**config.mk**
```make
export PLATFORM = sky130hd
export DESIGN_NAME = pte_perm_update
export DESIGN_NICKNAME = d
export VERILOG_FILES = /design/src/rtl/pteperm_pkg.sv /design/src/rtl/pteperm_eval.sv /design/src/rtl/pteperm_rc.sv /design/src/rtl/pteperm_fault.sv /design/src/rtl/pte_perm_update.sv
export SDC_FILE = /design/constraint.sdc
export NUM_CORES = 1
export LEC_CHECK = 0
export BUFFER_PORTS_ARGS = -buffer_cell sky130_fd_sc_hd__buf_2
export CAP_MARGIN = 25
export CORE_AREA = 2 2 131 133
export DETAILED_ROUTE_END_ITERATION = 10
export DIE_AREA = 0 0 133 135
export MAX_ROUTING_LAYER = met4
export SLEW_MARGIN = 20
export SYNTH_ARGS = -nofsm -noshare
export SYNTH_HDL_FRONTEND = slang
export SYNTH_SLANG_ARGS = --single-unit
```
**constraint.sdc**
```tcl
create_clock -name clk -period 1.8 [get_ports clk]
set_input_delay 0.09 -clock clk [delete_from_list [all_inputs] [get_ports clk]]
set_output_delay 0.09 -clock clk [all_outputs]
set_load 0.01 [all_outputs]
```
**src/rtl/pteperm_pkg.sv**
```systemverilog
package pteperm_pkg;

  typedef enum logic [1:0] {
    ACC_LOAD  = 2'd0,
    ACC_STORE = 2'd1,
    ACC_FETCH = 2'd2,
    ACC_RSVD  = 2'd3
  } acc_e;

  // permission vector: [2] read, [1] write, [0] execute
  typedef logic [2:0] perm_t;

  localparam int PB_EXEC  = 0;
  localparam int PB_WRITE = 1;
  localparam int PB_READ  = 2;

  // entry field positions
  localparam int E_PRIV   = 3;
  localparam int E_ATT_LO = 4;
  localparam int E_CHG    = 7;
  localparam int E_REF    = 8;
  localparam int E_LOW_W  = 6;   // bits evaluated for permission
  localparam logic [1:0] ATT_NIIO = 2'b10;

  // cause bit positions
  localparam int C_GUARD  = 28;
  localparam int C_PROT   = 27;
  localparam int C_STORE  = 25;
  localparam int C_BADCFG = 21;

endpackage

```
**src/rtl/pteperm_eval.sv**
```systemverilog
module pteperm_eval
  import pteperm_pkg::*;
(
  input  logic [E_LOW_W-1:0] ent_low,
  input  acc_e               acc,
  input  logic               user_mode,
  input  perm_t              mask,
  output perm_t              grant,
  output logic               guard_f,
  output logic               prot_f,
  output logic               cfg_f,
  output logic               deny
);
  perm_t auth;
  perm_t need;
  logic  priv_pg;

  always_comb begin
    auth    = ent_low[2:0];
    priv_pg = ent_low[E_PRIV];
    guard_f = (acc == ACC_FETCH) && (ent_low[E_ATT_LO+1:E_ATT_LO] == ATT_NIIO);
    cfg_f   = (acc == ACC_RSVD);

    if (priv_pg && user_mode)      grant = '0;
    else if (user_mode || priv_pg) grant = auth;
    else                           grant = auth & mask;

    unique case (acc)
      ACC_LOAD:  need = 3'b100;
      ACC_STORE: need = 3'b010;
      ACC_FETCH: need = 3'b001;
      default:   need = 3'b000;
    endcase

    prot_f = !guard_f && !cfg_f && ((need & ~grant) != '0);
    deny   = guard_f | cfg_f | prot_f;
  end
endmodule

```
**src/rtl/pteperm_rc.sv**
```systemverilog
module pteperm_rc
  import pteperm_pkg::*;
#(
  parameter int PTE_W = 64
) (
  input  logic [PTE_W-1:0] ent,
  input  acc_e             acc,
  input  perm_t            grant,
  output logic [PTE_W-1:0] ent_upd,
  output logic             changed,
  output perm_t            grant_out
);
  logic is_store;

  always_comb begin
    is_store = (acc == ACC_STORE);
    ent_upd  = ent;
    ent_upd[E_REF] = 1'b1;
    if (is_store) ent_upd[E_CHG] = 1'b1;
    changed   = (ent_upd != ent);
    grant_out = grant;
    if (!is_store) grant_out[PB_WRITE] = 1'b0;
  end
endmodule

```
**src/rtl/pteperm_fault.sv**
```systemverilog
module pteperm_fault
  import pteperm_pkg::*;
#(
  parameter int CAUSE_W = 32,
  parameter int EA_W    = 64
) (
  input  logic               deny,
  input  logic               guard_f,
  input  logic               prot_f,
  input  logic               cfg_f,
  input  acc_e               acc,
  input  logic [EA_W-1:0]    ea,
  output logic               is_insn,
  output logic               is_data,
  output logic [CAUSE_W-1:0] code,
  output logic [CAUSE_W-1:0] status,
  output logic [EA_W-1:0]    addr
);
  logic [CAUSE_W-1:0] cause;

  always_comb begin
    cause = '0;
    cause[C_GUARD]  = guard_f;
    cause[C_PROT]   = prot_f;
    cause[C_BADCFG] = cfg_f;

    is_insn = deny && (acc == ACC_FETCH);
    is_data = deny && (acc != ACC_FETCH);

    code   = is_insn ? cause : '0;
    status = '0;
    addr   = '0;
    if (is_data) begin
      status = cause;
      status[C_STORE] = (acc == ACC_STORE);
      addr = ea;
    end
  end
endmodule

```
**src/rtl/pte_perm_update.sv**
```systemverilog
module pte_perm_update
  import pteperm_pkg::*;
#(
  parameter int PTE_W   = 64,
  parameter int EA_W    = 64,
  parameter int CAUSE_W = 32
) (
  input  logic               clk,
  input  logic               rst,
  input  logic               in_valid,
  input  logic [PTE_W-1:0]   pte_in,
  input  logic [1:0]         acc_type,
  input  logic               user_mode,
  input  logic [2:0]         auth_mask,
  input  logic [EA_W-1:0]    access_ea,
  output logic               done,
  output logic [2:0]         grant_perm,
  output logic [PTE_W-1:0]   pte_out,
  output logic               pte_wb,
  output logic               isi,
  output logic               dsi,
  output logic [CAUSE_W-1:0] isi_code,
  output logic [CAUSE_W-1:0] dsi_status,
  output logic [EA_W-1:0]    dsi_addr
);
  acc_e               acc;
  perm_t              grant_raw, grant_rc;
  logic               guard_f, prot_f, cfg_f, deny;
  logic [PTE_W-1:0]   ent_upd;
  logic               changed;
  logic               f_insn, f_data;
  logic [CAUSE_W-1:0] f_code, f_status;
  logic [EA_W-1:0]    f_addr;

  assign acc = acc_e'(acc_type);

  pteperm_eval u_eval (
    .ent_low   (pte_in[E_LOW_W-1:0]),
    .acc       (acc),
    .user_mode (user_mode),
    .mask      (auth_mask),
    .grant     (grant_raw),
    .guard_f   (guard_f),
    .prot_f    (prot_f),
    .cfg_f     (cfg_f),
    .deny      (deny)
  );

  pteperm_rc #(.PTE_W(PTE_W)) u_rc (
    .ent       (pte_in),
    .acc       (acc),
    .grant     (grant_raw),
    .ent_upd   (ent_upd),
    .changed   (changed),
    .grant_out (grant_rc)
  );

  pteperm_fault #(.CAUSE_W(CAUSE_W), .EA_W(EA_W)) u_fault (
    .deny    (deny),
    .guard_f (guard_f),
    .prot_f  (prot_f),
    .cfg_f   (cfg_f),
    .acc     (acc),
    .ea      (access_ea),
    .is_insn (f_insn),
    .is_data (f_data),
    .code    (f_code),
    .status  (f_status),
    .addr    (f_addr)
  );

  always_ff @(posedge clk) begin
    if (rst) begin
      done       <= 1'b0;
      grant_perm <= '0;
      pte_out    <= '0;
      pte_wb     <= 1'b0;
      isi        <= 1'b0;
      dsi        <= 1'b0;
      isi_code   <= '0;
      dsi_status <= '0;
      dsi_addr   <= '0;
    end else begin
      done <= in_valid;
      if (in_valid) begin
        grant_perm <= deny ? perm_t'(0) : grant_rc;
        pte_out    <= deny ? pte_in : ent_upd;
        pte_wb     <= !deny && changed;
        isi        <= f_insn;
        dsi        <= f_data;
        isi_code   <= f_code;
        dsi_status <= f_status;
        dsi_addr   <= f_addr;
      end
    end
  end
endmodule

```
; ---- Yosys cells after proc, flatten, opt, wreduce, memory -nomap -nowiden
; Index checks and enable logic that the tools add are counted.
[totals]
reg_bits = 199
output_inout_bits = 199
word_cells = 43
in_bits = 137
[classes]
reduce_logical = 13
n_eq_ne = 6
n_bitwise = 5
mux = 10
[op_table]
columns = cell, count
row1 = two-way mux 64 bit, 1
row2 = two-way mux 29 bit, 2
row3 = two-way mux 3 bit, 3
row4 = two-way mux 9 bit, 1
row5 = case mux 3 bit (3 select lines), 1
row6 = logical AND 1 bit, 7
row7 = AND 3 bit, 2
row8 = "equality test 2 bit, second input constant", 3
row9 = logical NOT 1 bit, 3
row10 = inverter 3 bit, 1
row11 = nonzero test 3 bit, 1
row12 = "equality test 2 x 1 -> 1 bit, second input constant", 1
row13 = logical NOT 2 bit, 1
row14 = two-way mux 1 bit, 2
row15 = inequality test 2 bit, 1
row16 = "inequality test 2 bit, second input constant", 1
row17 = OR 1 bit, 2
row18 = logical OR 1 bit, 1

; ---- Longest topological paths before layout
[depth]
depth_word = 10
mapped_depth = 7
ltp_nobuf = 4

; ---- Modules after synthesis
; A second synthesis with hierarchy kept.
[unflattened]
cells_unflattened = 967
hier_area_um2 = 9261.4
[modules_own_cells]
columns = mod, cells_each, seq_area_each_um2, area_each_um2, instances
row1 = pte_perm_update, 724, 3983.8, 7568.5, 1
row2 = pteperm_fault, 152, 0.0, 1026.0, 1
row3 = pteperm_rc, 71, 0.0, 528.0, 1
row4 = pteperm_eval, 20, 0.0, 138.9, 1

; ---- Worst setup path after synthesis
; Ideal clock, no wire load.
[synth_path]
kind = input-to-reg
startpoint = input port in_valid
endpoint = register dsi_addr[10]
path_slack_ns = 0.583
t_arrival_ns = 1.100
stages = 7
n_path_buf = 3
required_ns = 1.683
setup_time_ns = 0.117
cell_sequence = buf_2 inv_2 nor2_1 a32o_2 buf_6 buf_8 a22o_1
[synth_rtl]
columns = item, line_no
row1 = start: declaration, pte_perm_update.sv:10  ; input logic in_valid,
row2 = end signal: assignment, pte_perm_update.sv:93  ; dsi_addr <= f_addr;
row3 = end: declaration, pte_perm_update.sv:24  ; output logic [EA_W-1:0] dsi_addr

; ---- Final worst setup path
[layout_path]
startpoint = input port pte_in[3]
endpoint = register dsi_addr[9]
[layout_between]
elab_chain_cells = 10
word_cells_on_any_way = 11
cone_classes = 3 x mux / 3 x bitwise / 5 x reduce/logical
[layout_rtl]
columns = item, line_no
row1 = start: declaration, pte_perm_update.sv:11  ; input logic [PTE_W-1:0] pte_in,
row2 = logical OR 1 bit, pteperm_eval.sv:25  ; else if (user_mode || priv_pg) grant = auth;
row3 = two-way mux 3 bit, pteperm_eval.sv:25
row4 = two-way mux 3 bit *, pteperm_eval.sv:24  ; if (priv_pg && user_mode) grant = '0;
row5 = inverter 3 bit *, pteperm_eval.sv:35  ; prot_f = !guard_f && !cfg_f && ((need & ~grant) != '0);
row6 = AND 3 bit *, pteperm_eval.sv:35
row7 = nonzero test 3 bit *, pteperm_eval.sv:35
row8 = logical AND 1 bit *, pteperm_eval.sv:35
row9 = OR 1 bit *, pteperm_eval.sv:36  ; deny = guard_f | cfg_f | prot_f;
row10 = logical AND 1 bit *, pteperm_fault.sv:28  ; is_data = deny && (acc != ACC_FETCH);
row11 = two-way mux 64 bit *, pteperm_fault.sv:33  ; if (is_data) begin
; Mark *: on every way between the ends. The rest lies on a longest branch, timed or not.
; A chain may end at the register's enable or synchronous reset.

==> impl_metrics.yaml <==
run_status:
  status: "finished, final reports clean"
route:
  wire_per_inst_um: 13.8
  firstDrtPassIters: 4
  drt_wl_total_um: 15300
  viasPerCell: 4.31
  dr.first_iter.drc_count: 198
  drc: 0
  final_antenna_net_count: 0
  vias: 4771
clock_tree:
  cts_tree: "done"
  post_cts_buffers: 0
  clock_path_buffers: 2
  numCtsBuffers: 17
  root_buffer: "clkbuf_16"
  clock_latency_ns: 0.40
  cts.sinks: 142
  clkTransAtPathRegs_ns: 0.06
  cts_max_level: 4
power_and_ir_drop:
  power.leakage_nw: 4.30
  total_power_mw: 7.85
  powerDensity_nw_per_um2: 930
  netSwitchingFraction_pct: 24.3
  internal_power_mw: 5.94
  p_seq_share_pct: 43.3
  clkPwrFrac_pct: 42.7
  p_comb_share_pct: 13.9
  p_switching_mw: 1.91
  peakVddDrop_mv: 0.602
setup_path:
  rr_startpoint: "dsi_status[25]"
  cp.required_ns: 2.14
  criticalPathCategory: "primary input to flop"
  critical_path.max_fanout: 65
  worstSetupStartpointType: "primary input"
  arrival_ns: 2.03
  worst_setup_path_end_kind: "flop"
  rr_endpoint: "dsi_status[25]"
  rrSetupSlack_ns: 1.05
  reg2reg_depth: 3
yosys:
  synth_async_sr_flop_share_pct: 0
  syn_avg_cell_area_um2: 11.0
  yosys_warnings: 0
  ys_seq_area_share_pct: 54.3
  synth_flop_cell: "dfxtp_1"
  ys_seq_elements: 142
  ys_types: 37
  synth_edf_count: 0
  synth_area_um2: 5230
  syn-instance-count: 477
timing:
  hold_viol: 0
  tns_ns: 0
  whs_ns: 0.0394
  fin_worst_skew_ns: 0
  finalMaxSlewViolations: 0
  rsz0062_at_grt: "false"
  max_slew_margin_pct: 59.6
  fin_crit_ns: 1.69
  max_slew.worst_pin.slew_ns: 0.597
  max_freq_ghz: 0.590
  setup_viol: 0
  period_share_pct: 94.1
grt:
  grt_first_pass_wirelength_um: 22800
  grt_pass1_vias: 4637
  grt_usage_pct: 16.5
  grt.met1_usage_pct: 17.7
  busiest_layer: "met2"
  grt.overflow.total: 0
  grt_use_met2_pct: 28.8
  antenna_found_initial: 0
  grt_start_max_net_pins: 73
  grt_util_met3_pct: 4.54
final_layout:
  fin_util_pct: 51.4
  final_nets: 1013
  antenna_cells: 0
  n_fill_cell: 1466
  register_area_um2: 2840
  drive_gt1_share_pct: 35.6
  multi_input_area_um2: 1970
  finalInstanceArea_um2: 8440
  area_growth_pct: 61.2
floorplan:
  initial_utilization_pct: 31.9
  coreArea_um2: 16400
  chipWidth_um: 133
  row_count: 47
  io_pins: 336
  die_y_um: 135
  die-area_um2: 18000
run:
  maxCapViolCount: 0
placement:
  place_area_um2: 6580
  hpwlAfterDp_um: 9520
  portBuffers: 278
  gp_congestion: 0.749
min_path:
  worstHoldPathCells: 3
  min_path_type: "primary input to flop"
  min_to: "dsi_status[21]"
  hold_start: "acc_type[0]"
==> worst max-delay path: stages <==
cell and delay, ns:
dlygate4sd3_1 0.54, buf_2 0.16, or3_4 0.40, nand4b_1 0.12, a32o_2 0.21, buf_12 0.27, a22o_1 0.20
==> how the worst max path moves through the flow <==
stage | start | end | slack, ns | cells past startpoint
final | pte_in[3] | dsi_addr[9] | 0.11 | 7
after global routing | pte_in[3] | dsi_addr[27] | 0.05 | 7
after CTS | pte_in[3] | dsi_addr[9] | 0.15 | 7
after detailed placement | pte_in[3] | dsi_addr[9] | 0.28 | 6
after global placement | pte_in[3] | dsi_addr[8] | 0.29 | 6
after floorplan | in_valid | dsi_addr[10] | 0.58 | 7
==> sequential cells by signal, indices dropped and copies added, names as in the netlist <==
name and count:
done 1, pte_out 64, pte_wb 1, isi_code 3, dsi 1, grant_perm 3
isi 1, dsi_status 4, dsi_addr 64
==> placed cells by master (no fill, tap or decap), types with 4 or more instances in the layout <==
| cell type | count |
|---|---|
| nand3_1 | 5 |
| clkbuf_8 | 4 |
| mux2i_1 | 64 |
| dlygate4sd3_1 | 129 |
| conb_1 | 57 |
| nor2_1 | 69 |
| a21oi_1 | 4 |
| a22o_1 | 64 |
| buf_2 | 277 |
| clkbuf_16 | 17 |
| dfxtp_1 | 142 |
| nand2_1 | 6 |
==> repair_timing <==
item	4_1_cts	5_1_grt
hold endpoints to repair	131	0
resized for setup	0	0
hold buffers	129	0
==> cells in the mapped netlist (2+ instances only) <==
library cell  instances  area [um2]
mux2i_1              64         641
a32o_1                2        20.0
nand3_1               5        25.0
a22o_1               64         561
nand4b_1              2        17.5
and2_1                2        12.5
nor2b_1               3        18.8
buf_2                10        50.1
a21oi_1               4        20.0
or3_1                 2        12.5
buf_1                 4        15.0
buf_4                57         428
inv_1                 3        11.3
nand4_1               3        18.8
nand2_1               6        22.5
buf_8                 5        75.1
clkbuf_1             11        41.3
dfxtp_1             142        2840
nor2_1               70         263
==> power by group through the flow <==
stage / combinational, mW / sequential, mW / clock, mW
6_report: 1.09 / 3.40 / 3.36
5_1_grt: 1.18 / 3.42 / 3.60
4_1_cts: 1.09 / 3.40 / 3.44
3_5_place_dp: 0.867 / 3.46 / 0
3_3_place_gp: 0.856 / 3.46 / 0
2_1_floorplan: 0.485 / 3.55 / 0
==> per-stage QoR <==
stage	setup WS, ns	instances
6_report	0.106	1108
5_1_grt	0.0538	1108
4_1_cts	0.147	1108
3_5_place_dp	0.279	948
3_3_place_gp	0.295	948
2_1_floorplan	0.583	533
==> metal layers <==
metal	wire [um]	up-vias	part of all wire (%)
met5	0	-	0
met3	954	38	6.2
met4	446	0	2.9
met1	6180	2171	40
met2	7730	212	50
li1	-	2350	-
==> logic make-up (layout without fill, tap and decap cells) <==
| kind of cell | after synthesis | in the layout | synth area share (%) |
|---|---|---|---|
| flip-flops | 142 | 142 | 54.3 |
| AND/OR/NAND/NOR | 98 | 98 | 8.18 |
| buffers and inverters | 92 | 447 | 12.1 |
| AO/OA/AOI/OAI | 80 | 80 | 13.1 |
| multiplexers | 64 | 64 | 12.2 |
| other | 1 | 57 | 0.0717 |
==> cell type report <==
| cell class | instances | share of cell area (%) |
|---|---|---|
| flip-flops and latches | 142 | 33.7 |
| repair buffers | 412 | 32.7 |
| multi-input cells | 299 | 23.4 |
| clock buffers | 23 | 5.78 |
| well taps | 220 | 3.26 |
| clock inverters | 8 | 0.979 |
| inverters | 4 | 0.178 |
Note: power is estimated with default switching activity, not from simulation.
